**src/rtl/gfx_alu_pkg.sv**
```systemverilog
package gfx_alu_pkg;

  typedef enum logic [4:0] {
    OP_ADD   = 5'd0,
    OP_ADC   = 5'd1,
    OP_SUB   = 5'd2,
    OP_SBC   = 5'd3,
    OP_CMP   = 5'd4,
    OP_AND   = 5'd5,
    OP_BIC   = 5'd6,
    OP_OR    = 5'd7,
    OP_XOR   = 5'd8,
    OP_NOT   = 5'd9,
    OP_LSR   = 5'd10,
    OP_ASR   = 5'd11,
    OP_ROL   = 5'd12,
    OP_ROR   = 5'd13,
    OP_SWAP  = 5'd14,
    OP_SEXT  = 5'd15,
    OP_LOB   = 5'd16,
    OP_HIB   = 5'd17,
    OP_MERGE = 5'd18,
    OP_HALVE = 5'd19
  } alu_op_e;

  typedef struct packed {
    logic s;
    logic z;
    logic c;
    logic v;
  } alu_flags_t;

endpackage

```
**src/rtl/gfx_alu_addsub.sv**
```systemverilog
module gfx_alu_addsub #(
  parameter int DW = 16
) (
  input  logic [DW-1:0] a,
  input  logic [DW-1:0] b,
  input  logic          cin,
  input  logic          sub,
  input  logic          use_cin,
  output logic [DW-1:0] sum,
  output logic          c_out,
  output logic          v_out
);

  localparam int MSB = DW - 1;

  logic [DW:0]   wide;
  logic [DW-1:0] b_in;
  logic          c_in;

  always_comb begin
    b_in  = sub ? ~b : b;
    c_in  = use_cin ? cin : sub;
    wide  = {1'b0, a} + {1'b0, b_in} + {{DW{1'b0}}, c_in};
    sum   = wide[DW-1:0];
    c_out = wide[DW];
    if (sub)
      v_out = (a[MSB] ^ b[MSB]) & (a[MSB] ^ sum[MSB]);
    else
      v_out = ~(a[MSB] ^ b[MSB]) & (b[MSB] ^ sum[MSB]);
  end

endmodule

```
**src/rtl/gfx_alu_bitops.sv**
```systemverilog
module gfx_alu_bitops
  import gfx_alu_pkg::*;
#(
  parameter int DW = 16,
  localparam int HB = DW / 2
) (
  input  alu_op_e       op,
  input  logic [DW-1:0] a,
  input  logic [DW-1:0] b,
  input  logic          cin,
  input  logic [HB-1:0] mh,
  input  logic [HB-1:0] ml,
  output logic [DW-1:0] res,
  output logic          c_out
);

  logic [DW-1:0] asr1;

  always_comb begin
    asr1  = {a[DW-1], a[DW-1:1]};
    res   = '0;
    c_out = a[0];
    case (op)
      OP_AND:   res = a & b;
      OP_BIC:   res = a & ~b;
      OP_OR:    res = a | b;
      OP_XOR:   res = a ^ b;
      OP_NOT:   res = ~a;
      OP_LSR:   res = {1'b0, a[DW-1:1]};
      OP_ASR:   res = asr1;
      OP_HALVE: res = (&a) ? '0 : asr1;
      OP_ROL: begin
        res   = {a[DW-2:0], cin};
        c_out = a[DW-1];
      end
      OP_ROR:   res = {cin, a[DW-1:1]};
      OP_SWAP:  res = {a[HB-1:0], a[DW-1:HB]};
      OP_SEXT:  res = {{HB{a[HB-1]}}, a[HB-1:0]};
      OP_LOB:   res = {{HB{1'b0}}, a[HB-1:0]};
      OP_HIB:   res = {{HB{1'b0}}, a[DW-1:HB]};
      OP_MERGE: res = {mh, ml};
      default:  res = '0;
    endcase
  end

endmodule

```
**src/rtl/gfx_alu_flagreg.sv**
```systemverilog
module gfx_alu_flagreg
  import gfx_alu_pkg::*;
(
  input  logic       clk,
  input  logic       rst,
  input  logic       en,
  input  alu_flags_t d,
  output alu_flags_t q
);

  always_ff @(posedge clk) begin
    if (rst)
      q <= '0;
    else if (en)
      q <= d;
  end

  p_rst_clear_r11: assert property (@(posedge clk) rst |=> (q == '0));
  p_hold_r11: assert property (@(posedge clk) disable iff (rst)
    !en |=> $stable(q));
  p_load_r11: assert property (@(posedge clk) disable iff (rst)
    en |=> (q == $past(d)));

endmodule

```
**src/rtl/gfx_alu.sv**
```systemverilog
module gfx_alu
  import gfx_alu_pkg::*;
#(
  parameter int DW   = 16,
  parameter int IMMW = 4,
  localparam int HB  = DW / 2
) (
  input  logic            clk,
  input  logic            rst,
  input  logic [4:0]      op,
  input  logic [DW-1:0]   src_a,
  input  logic [DW-1:0]   reg_b,
  input  logic [IMMW-1:0] imm,
  input  logic            use_imm,
  input  logic            cin,
  input  logic [HB-1:0]   mrg_hi,
  input  logic [HB-1:0]   mrg_lo,
  input  logic            flag_en,
  output logic [DW-1:0]   res,
  output logic            wr_en,
  output logic            nxt_s,
  output logic            nxt_z,
  output logic            nxt_c,
  output logic            nxt_v,
  output logic            flg_s,
  output logic            flg_z,
  output logic            flg_c,
  output logic            flg_v
);

  alu_op_e       opc;
  logic [DW-1:0] b_eff;
  logic [DW-1:0] as_sum;
  logic          as_c;
  logic          as_v;
  logic          as_sub;
  logic          as_usec;
  logic [DW-1:0] bo_res;
  logic          bo_c;
  alu_flags_t    cf;
  alu_flags_t    nf;

  assign opc     = alu_op_e'(op);
  assign b_eff   = use_imm ? {{(DW-IMMW){1'b0}}, imm} : reg_b;
  assign as_sub  = (opc == OP_SUB) || (opc == OP_SBC) || (opc == OP_CMP);
  assign as_usec = (opc == OP_ADC) || (opc == OP_SBC);

  gfx_alu_addsub #(.DW(DW)) u_addsub (
    .a       (src_a),
    .b       (b_eff),
    .cin     (cin),
    .sub     (as_sub),
    .use_cin (as_usec),
    .sum     (as_sum),
    .c_out   (as_c),
    .v_out   (as_v)
  );

  gfx_alu_bitops #(.DW(DW)) u_bitops (
    .op    (opc),
    .a     (src_a),
    .b     (b_eff),
    .cin   (cin),
    .mh    (mrg_hi),
    .ml    (mrg_lo),
    .res   (bo_res),
    .c_out (bo_c)
  );

  // Result select and flag rules per operation class.
  always_comb begin
    res   = bo_res;
    wr_en = 1'b1;
    nf    = cf;
    case (opc)
      OP_ADD, OP_ADC, OP_SUB, OP_SBC, OP_CMP: begin
        res   = as_sum;
        nf.s  = as_sum[DW-1];
        nf.z  = (as_sum == '0);
        nf.c  = as_c;
        nf.v  = as_v;
        wr_en = (opc != OP_CMP);
      end
      OP_AND, OP_BIC, OP_OR, OP_XOR, OP_NOT, OP_SWAP, OP_SEXT: begin
        nf.s = bo_res[DW-1];
        nf.z = (bo_res == '0);
      end
      OP_LSR, OP_ASR, OP_ROL, OP_ROR, OP_HALVE: begin
        nf.s = bo_res[DW-1];
        nf.z = (bo_res == '0);
        nf.c = bo_c;
      end
      OP_LOB, OP_HIB: begin
        nf.s = bo_res[HB-1];
        nf.z = (bo_res == '0);
      end
      OP_MERGE: begin
        nf.v = |{bo_res[DW-1 -: 2], bo_res[HB-1 -: 2]};
        nf.s = bo_res[DW-1] | bo_res[HB-1];
        nf.c = |{bo_res[DW-1 -: 3], bo_res[HB-1 -: 3]};
        nf.z = |{bo_res[DW-1 -: 4], bo_res[HB-1 -: 4]};
      end
      default: begin
        res   = '0;
        wr_en = 1'b0;
      end
    endcase
  end

  gfx_alu_flagreg u_flags (
    .clk (clk),
    .rst (rst),
    .en  (flag_en),
    .d   (nf),
    .q   (cf)
  );

  assign {nxt_s, nxt_z, nxt_c, nxt_v} = nf;
  assign {flg_s, flg_z, flg_c, flg_v} = cf;

  p_add_wrap_r1: assert property (@(posedge clk) disable iff (rst)
    (opc == OP_ADD) |-> (nxt_c == (res < src_a)));
  p_sub_noborrow_r3: assert property (@(posedge clk) disable iff (rst)
    (opc == OP_SUB) |-> (nxt_c == (src_a >= b_eff)));
  p_cmp_nowrite_r4: assert property (@(posedge clk) disable iff (rst)
    (opc == OP_CMP) |-> !wr_en);
  p_logic_hold_r5: assert property (@(posedge clk) disable iff (rst)
    (opc inside {OP_AND, OP_BIC, OP_OR, OP_XOR, OP_NOT, OP_SWAP, OP_SEXT})
      |-> (nxt_c == flg_c && nxt_v == flg_v));
  p_halve_neg1_r7: assert property (@(posedge clk) disable iff (rst)
    (opc == OP_HALVE && (&src_a)) |-> (res == '0 && nxt_z && nxt_c));
  p_byte_upper_r8: assert property (@(posedge clk) disable iff (rst)
    (opc == OP_LOB || opc == OP_HIB) |-> (res[DW-1:HB] == '0));
  p_undef_r12: assert property (@(posedge clk) disable iff (rst)
    (op > 5'd19) |-> (!wr_en && nf == cf));

endmodule

```
**config.mk**
```make
export PLATFORM = sky130hd
export DESIGN_NAME = gfx_alu
export DESIGN_NICKNAME = d
export VERILOG_FILES = /design/src/rtl/gfx_alu_pkg.sv /design/src/rtl/gfx_alu_addsub.sv /design/src/rtl/gfx_alu_bitops.sv /design/src/rtl/gfx_alu_flagreg.sv /design/src/rtl/gfx_alu.sv
export SDC_FILE = /design/constraint.sdc
export NUM_CORES = 1
export LEC_CHECK = 0
export ABC_AREA = 1
export ABC_CLOCK_PERIOD_IN_PS = 4050
export BUFFER_PORTS_ARGS = -buffer_cell sky130_fd_sc_hd__buf_2
export CAP_MARGIN = 20
export CORE_MARGIN = 2
export CORE_UTILIZATION = 40
export DETAILED_ROUTE_END_ITERATION = 12
export PLACE_DENSITY_LB_ADDON = 0.1
export SLEW_MARGIN = 20
export SYNTH_ARGS = -nofsm -noshare
export SYNTH_HDL_FRONTEND = slang
export SYNTH_HIERARCHICAL = 1
export SYNTH_SLANG_ARGS = --single-unit
```
**constraint.sdc**
```tcl
create_clock -name clk -period 4.05 [get_ports clk]
set_clock_uncertainty 0.2 [all_clocks]
set_input_delay 0.2025 -clock clk [delete_from_list [all_inputs] [get_ports clk]]
set_output_delay 0.2025 -clock clk [all_outputs]
set_load 0.01 [all_outputs]
```
== Word-level counts from Yosys, hierarchy flattened ==
Cells that the tools add are included.

* Register bits: 4
* Logic and storage cells: 66

* Add/sub/neg operators: 2
* Equal/unequal tests: 20
* Muxes and demuxes: 12
* Bitwise operators: 13
* Reductions and logical operators: 15

{| class="wikitable"
|+ Operators with widths
! cell !! number
|-
| 16-bit one-hot mux with 15 select lines || 1
|-
| 16-bit 2-to-1 mux || 3
|-
| 5-bit by 4-bit equality test with 1-bit output, second input constant || 8
|-
| 16-bit bitwise AND || 2
|-
| 16-bit zero test || 2
|-
| 16-bit inverter || 2
|-
| 16-bit one-hot mux with 2 select lines || 1
|-
| 5-bit by 3-bit equality test with 1-bit output, second input constant || 4
|-
| 5-bit equality test, second input constant || 4
|-
| 16-bit by 16-bit adder with 17-bit output || 1
|-
| 17-bit by 1-bit adder with 17-bit output || 1
|-
| 16-bit OR || 1
|-
| 16-bit AND reduction || 1
|-
| 16-bit XOR || 1
|-
| 15-bit OR reduction || 1
|-
| 12-bit OR reduction || 1
|-
| 5-bit by 2-bit equality test with 1-bit output, second input constant || 2
|-
| 5-bit OR reduction || 2
|-
| 2-bit one-hot mux with 4 select lines || 1
|-
| 8-bit OR reduction || 1
|-
| 6-bit OR reduction || 1
|-
| 5-bit by 1-bit equality test with 1-bit output, second input constant || 1
|-
| 5-bit zero test || 1
|-
| 5-bit by 3-bit != test with 1-bit output, second input constant || 1
|-
| other kinds (10) || 18
|}

== Longest topological paths before layout ==
Gate-level depths: netlist of run 1.

* Depth in word-level cells: 10
* Gate-level depth with buffers: 29
* Depth with buffers taken out: 27

== By module ==
Netlist of run 1, hierarchy kept.

{| class="wikitable"
|+ By module, submodules not included
! module !! times used !! cells an instance !! area an instance (um2)
|-
| gfx_alu_bitops || 1 || 402 || 1894.3
|-
| gfx_alu_addsub || 1 || 178 || 1129.8
|-
| gfx_alu || 1 || 184 || 839.6
|-
| gfx_alu_flagreg || 1 || 26 || 172.7
|}

== Worst setup path after synthesis of run 1 ==
No wires, ideal clock.

* Kind: input to register
* From: input op[2]
* To: register u_flags/q[2] (netlist bit)
* Arrival: 3364 ps
* Setup slack: 425 ps
* Stages: 28
* Cell sequence: nor2_2 > nand2_1 > o21ai_0 > buf_6 > buf_2 > xor2_1 > fa_1 > fa_1 > nand2_1 > nand2_1 > o21a_2 > nand2_1 > nand2_2 > nand3_2 > nand2_1 > nand2_1 > nand2_1 > nor2_1 > nand2_1 > nor2_1 > nand3_1 > nand2_1 > inv_1 > nand3_1 > inv_1 > nand2_1 > nand2_1 > nor2_2

* Longest elaborated chain between the ends: 8
* Elaborated cells on any way between the ends: 35
* Classes of those cells: add/sub (2); eq/ne (19); mux (4); reduce/logical (10)

{| class="wikitable"
|+ Ends and longest elaborated chain
! item !! RTL line !! source
|-
| from (decl) || gfx_alu.sv:10 || <nowiki>input logic [4:0] op,</nowiki>
|-
| 5-bit by 2-bit equality test with 1-bit output || gfx_alu.sv:45 || <nowiki>assign as_sub = (opc == OP_SUB) || (opc == OP_SBC) || (opc == OP_CMP);</nowiki>
|-
| 1-bit logical OR || gfx_alu.sv:45 ||
|-
| 1-bit logical OR (*) || gfx_alu.sv:45 ||
|-
| via as_sub || gfx_alu.sv:36 || <nowiki>logic as_sub;</nowiki>
|-
| 16-bit 2-to-1 mux || gfx_alu_addsub.sv:21 || <nowiki>b_in = sub ? ~b : b;</nowiki>
|-
| 16-bit by 16-bit adder with 17-bit output || gfx_alu_addsub.sv:23 || <nowiki>wide = {1'b0, a} + {1'b0, b_in} + {{DW{1'b0}}, c_in};</nowiki>
|-
| 17-bit by 1-bit adder with 17-bit output (*) || gfx_alu_addsub.sv:23 ||
|-
| via as_sum[12] || gfx_alu.sv:33 || <nowiki>logic [DW-1:0] as_sum;</nowiki>
|-
| 16-bit zero test (*) || gfx_alu.sv:79 || <nowiki>nf.z = (as_sum == '0);</nowiki>
|-
| 2-bit one-hot mux with 4 select lines (*) || gfx_alu.sv:75 || <nowiki>case (opc)</nowiki>
|-
| via nxt_z || gfx_alu.sv:22 || <nowiki>output logic nxt_z,</nowiki>
|-
| to (signal assigned) || gfx_alu_flagreg.sv:13 || <nowiki>q <= '0;</nowiki>
|-
| to (signal assigned) || gfx_alu_flagreg.sv:15 || <nowiki>q <= d;</nowiki>
|-
| to (decl) || gfx_alu_flagreg.sv:8 || <nowiki>output alu_flags_t q</nowiki>
|}

The timed path passes the listed nets; every way through them passes the cells marked *.
A chain may end at the register's enable or synchronous reset.

== Final worst setup path of run 1 ==
* From: input op[2]
* To: output nxt_z

* Elaborated cells on any way between the ends: 35
* Classes of those cells: add/sub (2); eq/ne (19); mux (4); reduce/logical (10)

{| class="wikitable"
|+ RTL lines
! item !! RTL line !! source
|-
| 5-bit by 1-bit equality test with 1-bit output or 5-bit by 2-bit equality test with 1-bit output (tied branches) || gfx_alu.sv:46 || <nowiki>assign as_usec = (opc == OP_ADC) || (opc == OP_SBC);</nowiki>
|-
| 1-bit logical OR (*) || gfx_alu.sv:46 ||
|-
| via as_usec || gfx_alu.sv:37 || <nowiki>logic as_usec;</nowiki>
|-
| 1-bit 2-to-1 mux (*) || gfx_alu_addsub.sv:22 || <nowiki>c_in = use_cin ? cin : sub;</nowiki>
|-
| 17-bit by 1-bit adder with 17-bit output (*) || gfx_alu_addsub.sv:23 ||
|-
| via as_sum[12] || gfx_alu.sv:33 ||
|-
| 16-bit zero test (*) || gfx_alu.sv:79 ||
|-
| 2-bit one-hot mux with 4 select lines (*) || gfx_alu.sv:75 ||
|-
| to (decl) || gfx_alu.sv:22 ||
|}

Marked as above.

==> results.py, run 1 <==
metrics = {
    "run_status": {
        "status": "complete, no violations",
    },
    "synthesis": {
        "ys_seq_area_frac": 0.0198,
        "synth-edff-count": 0,
        "synth_area_per_cell_um2": 5.11,
        "syn_inst": 790,
        "synth_top_area_frac": 0.257,
        "ys.flop_type": "dfxtp_1",
        "syn-num-nets": 885,
        "yosys-top-cells-count": "nand2_1, inv_1, nor2_1",
        "synth_cell_types": 36,
        "synth_warnings": 6,
        "ys_seq_elements": 4,
        "synth_area_leaders": "nand2_1, inv_1, nand3_1",
        "synth_top_area_cell": "nand2_1",
        "async_flop_share": 0,
        "netlist_area_mm2": 0.00404,
        "synthMostInstantiatedCell": "nand2_1",
    },
    "place": {
        "dp.cells": 1000,
        "dp_hpwl_mm": 12.7,
        "place_ws_ns": 0.239,
        "place_congestion": 0.996,
        "io_buffer_count": 86,
    },
    "floorplanning": {
        "num_rows": 36,
        "fp.dieW_um": 104,
        "core-area_mm2": 0.00977,
        "start_util": 0.413,
        "ios": 87,
        "die_area_mm2": 0.0109,
        "die_y_um": 104,
    },
    "finish": {
        "multi_input_area_mm2": 0.00340,
        "area_growth_pct": 14.8,
        "fin_cells": 1003,
        "drive_gt1_frac": 0.192,
        "n_fill_cell": 1146,
        "top_register": "u_flags/q",
        "diodes": 0,
        "regArea_um2": 80.1,
        "reg_top3": "u_flags/q (4)",
        "finalNetCount": 967,
        "largest_reg_flops": 4,
    },
    "power_and_ir_drop": {
        "irDropWorstVdd_mv": 0.106,
        "p_leak_nw": 2.85,
        "p_per_area_mw_per_mm2": 163,
        "p_sw_frac": 0.578,
        "power_frac_clock": 0.109,
        "p_int_mw": 0.320,
        "p_comb_frac": 0.832,
        "switchingPower_mw": 0.438,
        "pwr-share-seq": 0.059,
    },
    "global_route": {
        "antenna_found_initial": 0,
        "grt_pass1_wl_mm": 25.1,
        "grt_use_total": 0.282,
        "overflow": 0,
        "grt_start_max_net_pins": 21,
        "grt_pass1_vias": 5020,
    },
    "drt": {
        "vias_per_cell": 5.34,
        "wl_mm": 15.7,
        "num_vias": 5356,
        "drc": 0,
        "drtAntennaViolNets": 0,
        "first_pass_iters": 6,
        "wl_per_cell_um": 15.7,
        "drt_iter0_markers": 475,
    },
    "critical_path": {
        "crit_type": "in -> out",
        "cp.required_ns": 3.65,
        "cp_top_family": "simple AND/OR/NAND/NOR gates",
        "cp_cell_sequence": "buf_2 > nor2_4 > nand2_1 > nor2_1 > mux2_2 > fa_2 > fa_1 > nand2_1 > nand2_1 > o21a_2 > nand2_1 > nand2_2 > nand3_2 > nand2_1 > nand2_1 > nand2_1 > nor2_1 > nand2_1 > nor2_1 > nand3_1 > nand2_1 > inv_1 > nand3_1 > buf_2",
        "crit_path_end_kind": "primary output",
        "arrival_ns": 3.29,
        "max_stage_delay_ns": 0.40,
        "crit_buf_inv": 3,
        "crit_top_cell": "nand2_1",
        "cp-start-kind": "input pin",
        "r2r_cells": 6,
        "slowest_stage": "fa_1",
        "critPathMaxFanout": 7,
        "crit_cells": 24,
    },
    "timing": {
        "rsz0062_at_grt": "false",
        "worst_pin_slew_ns": 0.763,
        "fin_ws_ns": 0.353,
        "period_needed_ns": 3.70,
        "fmax_ghz": 0.271,
        "hold_violations": 0,
        "max_slew_margin": 0.490,
        "drv_slew": 0,
        "finalSetupViolCount": 0,
        "tns_ns": 0,
        "period_share": 0.913,
    },
    "cts": {
        "htree_levels": 1,
        "clockRootBuffer": "clkbuf_8",
        "cts_tree": "done",
        "cts.sinks": 4,
        "numCtsBuffers": 3,
        "clock_latency_ns": 0.21,
        "cts_buffer_depth": 2,
        "clkTransAtPathRegs_ns": 0.03,
        "postCtsSetupBuffers": 0,
    },
    "hold_path": {
        "worstHoldPathCells": 4,
        "hold_path_class": "in -> reg",
    },
    "flow_run": {
        "cap_violations": 0,
    },
}
final timing paths:
kind / startpoint / endpoint / slack [ns]
worst min register to register: u_flags/q[0] / u_flags/q[0] / 0.29
worst min-delay path: rst / u_flags/q[3] / 0.05
worst max register to register: u_flags/q[1] / u_flags/q[1] / 3.00
worst max-delay path: op[2] / nxt_z / 0.35
stage by stage:
| stage | utilization | hold WS, ns | power (mW) | instance area, µm² |
|---|---|---|---|---|
| 3_5_place_dp | 0.469 | 0.264 | 0.661 | 4590 |
| 4_1_cts | 0.473 | 0.0450 | 0.749 | 4630 |
| 2_1_floorplan | - | 0.155 | 0.462 | 4040 |
| 6_report | 0.474 | 0.0474 | 0.758 | 4630 |
| 5_1_grt | 0.474 | 0.0586 | 0.833 | 4630 |
| 3_3_place_gp | 0.469 | 0.263 | 0.659 | 4590 |
power groups by stage:
stage          Sequential, mW  Combinational (mW)  Clock (mW)
5_1_grt                0.0455               0.700      0.0875
2_1_floorplan          0.0465               0.415           0
4_1_cts                0.0451               0.619      0.0848
3_3_place_gp           0.0452               0.614           0
6_report               0.0450               0.630      0.0823
3_5_place_dp           0.0456               0.616           0
what timing repair did:
action | 4_1_cts | 5_1_grt
gates resized for setup | 0 | 2
setup endpoints to repair | 0 | 1
hold buffers | 0 | 0
cell type report:
type	instances	share of cell area
clock buffers	3	0.00891
inverters	114	0.0923
multi-input cells	651	0.733
flip-flops and latches	4	0.0173
well taps	133	0.0359
repair buffers	98	0.112
worst register-to-register path: stages (launching register included):
cell and delay [ns]:
dfxtp_1 0.35, nand3_1 0.09, nand3b_1 0.12, inv_1 0.05
nand2_1 0.05, nand2_1 0.04, nor2_1 0.08
per-layer routing:
metal / wire [µm] / share of wire / global-route usage / vias up
met3: 1050 / 0.067 / 0.0169 / 26
met1: 7020 / 0.45 / 0.383 / 2465
met5: 0 / 0 / 0 / -
li1: - / - / - / 2635
met2: 7350 / 0.47 / 0.483 / 230
met4: 312 / 0.020 / 0.0714 / 0
layout by cell type (no fill, tap or decap), types with 2 or more instances in the layout:
cell type  instances
a21o_1             3
a21oi_1           20
a21oi_2            4
buf_2             86
buf_4             12
clkbuf_8           3
dfxtp_1            4
ha_1              31
inv_1            107
inv_2              7
mux2_2             5
nand2_1          276
nand2_2           22
nand2_4            2
nand3_1           79
nand3_2            4
nand3b_1           9
nand4_1           20
nor2_1           101
nor2_2            10
nor2_4             4
nor3_1             4
o21ai_0           18
o21ai_1            2
or2_2              2
xor2_1            24
cells by family (layout without fill, tap and decap cells):
group | after synthesis | after routing | synth area share
flops | 4 | 4 | 0.0198
mux | 5 | 5 | 0.0139
simple gates | 535 | 535 | 0.588
xor+xnor | 26 | 26 | 0.0583
fa+ha+maj | 33 | 33 | 0.106
buf+inv | 135 | 215 | 0.141
compound gates | 52 | 52 | 0.0732
Power figures use the tool's default switching activity.
==> inputs of run 2 (changes only) <==
--- a/config.mk
+++ b/config.mk
@@ -10,7 +10,7 @@
 export BUFFER_PORTS_ARGS = -buffer_cell sky130_fd_sc_hd__buf_2
 export CAP_MARGIN = 20
 export CORE_MARGIN = 2
-export CORE_UTILIZATION = 40
+export CORE_UTILIZATION = 58
 export DETAILED_ROUTE_END_ITERATION = 12
 export PLACE_DENSITY_LB_ADDON = 0.1
 export SLEW_MARGIN = 20
==> results.py, run 2 (synthesis gave the netlist of run 1 again) <==
metrics = {
    "critical_path": {
        "crit_path_end_kind": "primary output",
        "r2r_slack_ns": 3.00,
        "r2r-end": "u_flags/q[2]",
        "r2r-start": "u_flags/q[2]",
        "r2r_cells": 6,
        "crit_type": "in -> out",
        "arrival_ns": 3.35,
        "cp-start-kind": "input pin",
        "critPathMaxFanout": 13,
        "cp.required_ns": 3.65,
    },
    "cts": {
        "postCtsSetupBuffers": 0,
        "cts.sinks": 4,
        "clkTransAtPathRegs_ns": 0.03,
        "post_cts_resized": 0,
        "numCtsBuffers": 3,
        "clock_latency_ns": 0.21,
        "htree_levels": 1,
        "clockRootBuffer": "clkbuf_8",
        "postCtsHoldBufs": 0,
        "cts_tree": "done",
        "cts_buffer_depth": 2,
    },
    "floorplanning": {
        "ios": 87,
        "num_rows": 30,
        "start_util": 0.597,
        "core-area_mm2": 0.00676,
        "die_y_um": 87.4,
        "die_area_mm2": 0.00764,
        "fp.dieW_um": 87.4,
    },
    "timing": {
        "period_needed_ns": 3.75,
        "finalSetupViolCount": 0,
        "tns_ns": 0,
        "rsz0062_at_grt": "false",
        "fmax_ghz": 0.267,
        "max_slew_margin": 0.471,
        "hold_violations": 0,
        "drv_slew": 0,
        "period_share": 0.925,
        "worst_pin_slew_ns": 0.793,
    },
    "power_and_ir_drop": {
        "p_per_area_mw_per_mm2": 165,
        "irDropWorstVdd_mv": 0.108,
        "p_leak_nw": 2.84,
    },
    "run_status": {
        "status": "complete, no violations",
    },
    "place": {
        "place_area_mm2": 0.00450,
        "io_buffer_count": 86,
        "place_congestion": 1.02,
        "dp_hpwl_mm": 11.9,
    },
    "drt": {
        "vias_per_cell": 5.75,
        "drtAntennaViolNets": 0,
        "wl_per_cell_um": 15.6,
        "drt_iter0_markers": 682,
        "wl_mm": 14.8,
        "num_vias": 5448,
        "drc": 0,
        "first_pass_iters": 7,
    },
    "finish": {
        "diodes": 0,
        "area_growth_pct": 12.8,
        "top_register": "u_flags/q",
        "largest_reg_flops": 4,
        "fin_area_mm2": 0.00455,
        "reg_top3": "u_flags/q (4)",
        "final_cell_mix": "nand2_1, inv_1, nor2_1, buf_2, nand3_1",
        "final_common_cell": "nand2_1",
        "finalNetCount": 965,
        "drive_gt1_frac": 0.190,
    },
    "global_route": {
        "grt_pass1_wl_mm": 23.5,
        "grt_start_max_net_pins": 21,
        "busiest_layer": "met2",
        "grt_use_total": 0.387,
        "antenna_found_initial": 0,
        "overflow": 0,
        "gr-usage-met3": 0.0550,
        "grt_pass1_vias": 5087,
        "grtUsageMet1": 0.483,
        "use_met2": 0.661,
    },
    "hold_path": {
        "hold_path_class": "in -> reg",
        "worstHoldPathCells": 4,
        "hold_end": "u_flags/q[1]",
        "hp-start": "rst",
    },
    "flow_run": {
        "cap_violations": 0,
    },
}
run 2: where the power goes:
group          leakage [nW]  switching [mW]  total [mW]  internal, mW
Sequential           0.0331         0.00243      0.0452        0.0427
Clock                0.0216          0.0183      0.0815        0.0631
Combinational          2.78           0.412       0.625         0.213
run 2: metrics by stage:
step	total power [mW]	setup WS, ns	utilization	hold slack [ns]	std cells
CTS	0.736	0.184	0.673	0.0445	948
global route	0.822	0.00412	0.674	0.0534	948
detailed placement	0.651	0.196	0.667	0.265	945
global placement	0.640	0.289	0.667	0.263	945
floorplan	0.462	0.425	-	0.155	790
finish	0.752	0.302	0.674	0.0521	948
run 2: how the worst max path moves through the flow:
stage | startpoint | end | slack, ns | depth (start not counted)
after global routing | op[3] | nxt_z | 0.004 | 24
after floorplan | op[2] | u_flags/q[2] | 0.42 | 28
after global placement | op[3] | nxt_z | 0.29 | 24
final | op[3] | nxt_z | 0.30 | 24
after CTS | op[3] | nxt_z | 0.18 | 24
after detailed placement | op[3] | nxt_z | 0.20 | 24
run 2: routing by layer:
layer	share of wire	up-vias
met3	0.10	52
met4	0.036	0
met5	0	-
met1	0.40	2424
met2	0.46	338
li1	-	2634
run 2: layout make-up:
| class | instances | area, µm² |
|---|---|---|
| Multi-Input combinational cell | 651 | 3400 |
| Inverter | 114 | 428 |
| Sequential cell | 4 | 80.1 |
| Timing Repair Buffer | 96 | 505 |
| Fill cell | 680 | 2200 |
| Clock buffer | 3 | 41.3 |
| Tap cell | 80 | 100 |
run 2: critical path, stage by stage:
cell and delay, ns:
buf_2 0.18, nor2_4 0.16, nand2_1 0.13, nor2_1 0.12, mux2_2 0.35, fa_2 0.38, fa_1 0.40, nand2_1 0.08
nand2_1 0.05, o21a_2 0.12, nand2_1 0.07, nand2_2 0.06, nand3_2 0.07, nand2_1 0.07, nand2_1 0.06, nand2_1 0.06
nor2_1 0.10, nand2_1 0.06, nor2_1 0.12, nand3_1 0.09, nand2_1 0.10, inv_1 0.04, nand3_1 0.09, buf_2 0.14
==> inputs of run 3 (changes only) <==
--- a/config.mk
+++ b/config.mk
@@ -5,12 +5,11 @@
 export SDC_FILE = /design/constraint.sdc
 export NUM_CORES = 1
 export LEC_CHECK = 0
-export ABC_AREA = 1
 export ABC_CLOCK_PERIOD_IN_PS = 4050
 export BUFFER_PORTS_ARGS = -buffer_cell sky130_fd_sc_hd__buf_2
 export CAP_MARGIN = 20
 export CORE_MARGIN = 2
-export CORE_UTILIZATION = 58
+export CORE_UTILIZATION = 57
 export DETAILED_ROUTE_END_ITERATION = 12
 export PLACE_DENSITY_LB_ADDON = 0.1
 export SLEW_MARGIN = 20
==> results.py, run 3 <==
metrics = {
    "synthesis": {
        "synth_top_area_cell": "ha_1",
        "ys_seq_elements": 4,
        "synthMostInstantiatedCell": "nand2_1",
        "synth_top_area_frac": 0.103,
        "ys.flop_type": "dfxtp_1",
        "synth-edff-count": 0,
        "yosys-top-cells-count": "nand2_1, inv_1, nor2_1",
        "synth_cell_types": 75,
        "async_flop_share": 0,
        "syn_inst": 551,
        "netlist_area_mm2": 0.00375,
        "synth_area_per_cell_um2": 6.81,
        "syn-num-nets": 646,
        "ys_seq_area_frac": 0.0213,
        "synth_warnings": 6,
        "synth_area_leaders": "ha_1, nand2_1, xor2_1",
    },
    "timing": {
        "fmax_ghz": 0.243,
        "fin_ws_ns": -0.0710,
        "hold_violations": 0,
        "whs_ns": 0.138,
        "worst_pin_slew_ns": 0.938,
        "period_needed_ns": 4.12,
        "period_share": 1.02,
        "max_slew_margin": 0.373,
        "tns_ns": -0.0710,
        "finalSetupViolCount": 1,
        "drv_slew": 0,
        "rsz0062_at_grt": "true",
    },
    "critical_path": {
        "crit_buf_inv": 3,
        "critPathMaxFanout": 6,
        "crit_type": "in -> out",
        "cp.required_ns": 3.65,
        "crit_path_end_kind": "primary output",
        "r2r-end": "u_flags/q[2]",
        "r2r_cells": 5,
        "cp-start-kind": "input pin",
        "slowest_stage": "fa_2",
        "max_stage_delay_ns": 0.44,
        "cp_cell_sequence": "buf_6 > buf_6 > nand2b_4 > a211oi_4 > xor2_2 > fa_2 > fa_2 > a21oi_2 > o21ai_1 > and3_4 > o22ai_4 > o21bai_1 > xor2_1 > nor4_2 > and4_1 > a32oi_1 > nand3b_1 > buf_2",
        "r2r-start": "u_flags/q[2]",
        "cp_top_family": "compound AO/OA/AOI/OAI gates",
        "r2r_slack_ns": 2.71,
        "arrival_ns": 3.72,
    },
    "cts": {
        "numCtsBuffers": 3,
        "cts_buffer_depth": 2,
        "clockRootBuffer": "clkbuf_8",
        "cts.sinks": 4,
        "clkTransAtPathRegs_ns": 0.03,
        "htree_levels": 1,
        "cts_tree": "done",
        "clock_latency_ns": 0.22,
    },
    "finish": {
        "top_register": "u_flags/q",
        "final_cell_mix": "buf_2, nand2_1, inv_1, buf_4, nor2_1",
        "reg_top3": "u_flags/q (4)",
        "drive_gt1_frac": 0.276,
        "final_common_cell": "buf_2",
        "finalNetCount": 732,
        "diodes": 0,
        "largest_reg_flops": 4,
        "area_growth_pct": 20.9,
    },
    "run_status": {
        "status": "finished, violations left",
        "failed_checks": "negative setup slack",
    },
    "place": {
        "io_buffer_count": 86,
        "place_congestion": 1.02,
        "dp_hpwl_mm": 11.1,
    },
    "power_and_ir_drop": {
        "p_leak_nw": 2.11,
        "p_per_area_mw_per_mm2": 175,
        "irDropWorstVdd_mv": 0.248,
        "p_total_mw": 0.795,
    },
    "floorplanning": {
        "num_rows": 29,
        "ios": 87,
        "die_y_um": 85.1,
        "die_area_mm2": 0.00725,
        "core-area_mm2": 0.00635,
        "start_util": 0.591,
        "fp.dieW_um": 85.1,
    },
    "global_route": {
        "grt_use_total": 0.392,
        "grt_pass1_vias": 4437,
        "antenna_found_initial": 0,
        "overflow": 0,
        "grt_pass1_wl_mm": 22.9,
        "grt_start_max_net_pins": 40,
    },
    "drt": {
        "wl_per_cell_um": 21.0,
        "vias_per_cell": 6.88,
        "drt_iter0_markers": 379,
        "num_vias": 4899,
        "drtAntennaViolNets": 0,
        "drc": 0,
        "wl_mm": 14.9,
        "first_pass_iters": 7,
    },
    "flow_run": {
        "cap_violations": 0,
    },
    "hold_path": {
        "hold_end": "u_flags/q[3]",
        "worstHoldPathCells": 3,
        "hold_path_class": "in -> reg",
        "hp-start": "flag_en",
    },
}
## run 3: cell types whose count changed after synthesis, sizes merged, moves of 22 or more
cell,delta
nand2,-244
inv,-77
nor2,-81
nand3,-76
nor2b,+22
## run 3: worst min-delay path: cells and delay by family
family | cells | cell delay (ns)
simple gates | 1 | 0.08
mux | 1 | 0.09
buf+inv | 1 | 0.15
## run 3: worst max path at each step
stage,end,cells after the start,from
floorplan,u_flags/q[2],20,op[4]
global placement,nxt_z,17,op[2]
detailed placement,nxt_z,17,op[2]
CTS,nxt_z,18,op[2]
global route,nxt_z,18,op[2]
finish,nxt_z,18,op[2]
## run 3: metrics by stage
stage	cell area [µm²]	utilization	setup WS, ns	cells
after floorplan	3770	-	0.0582	551
after global placement	4280	0.673	-0.103	697
final	4540	0.714	-0.0710	712
after CTS	4390	0.692	0.00600	706
after detailed placement	4280	0.673	-0.209	697
after global routing	4540	0.714	-0.217	712
## run 3: cells by family (layout without fill, tap and decap cells)
kind of cell,after synthesis,count (layout),synth area share
simple gates,205,205,0.298
fa+ha+maj,33,33,0.114
compound gates,174,174,0.336
flops,4,4,0.0213
xor+xnor,29,29,0.0677
mux,24,24,0.0657
buf+inv,82,166,0.0974
## run 3: repair_timing
action	4_1_cts	5_1_grt
gates cloned	0	0
hold buffers	1	0
setup buffers	5	8
endpoints found under the hold margin	4	0
resized for setup	7	20
endpoints found under the setup margin	1	4
pin swaps	11	20
## run 3: metal layers
layer  share of wire  GRT usage  up-vias  wire length (µm)
li1                -          -     2217                 -
met1            0.39      0.516     2231              5750
met2            0.45      0.643      367              6740
met3            0.11     0.0467       84              1710
met4           0.048      0.169        0               717
met5               0          0        -                 0
## run 3: cell type report
class                   count  area (µm²)
repair buffers            126         758
flip-flops and latches      4        80.1
fillers                   550        1810
inverters                  37         139
well taps                  77        96.3
multi-input cells         465        3420
clock buffers               3        41.3
## run 3: where the power goes
group          switching (mW)  leakage (nW)  total [mW]  internal, mW
Combinational           0.388          2.06       0.664         0.276
Clock                  0.0243        0.0216      0.0879        0.0636
Sequential            0.00162        0.0325      0.0433        0.0417
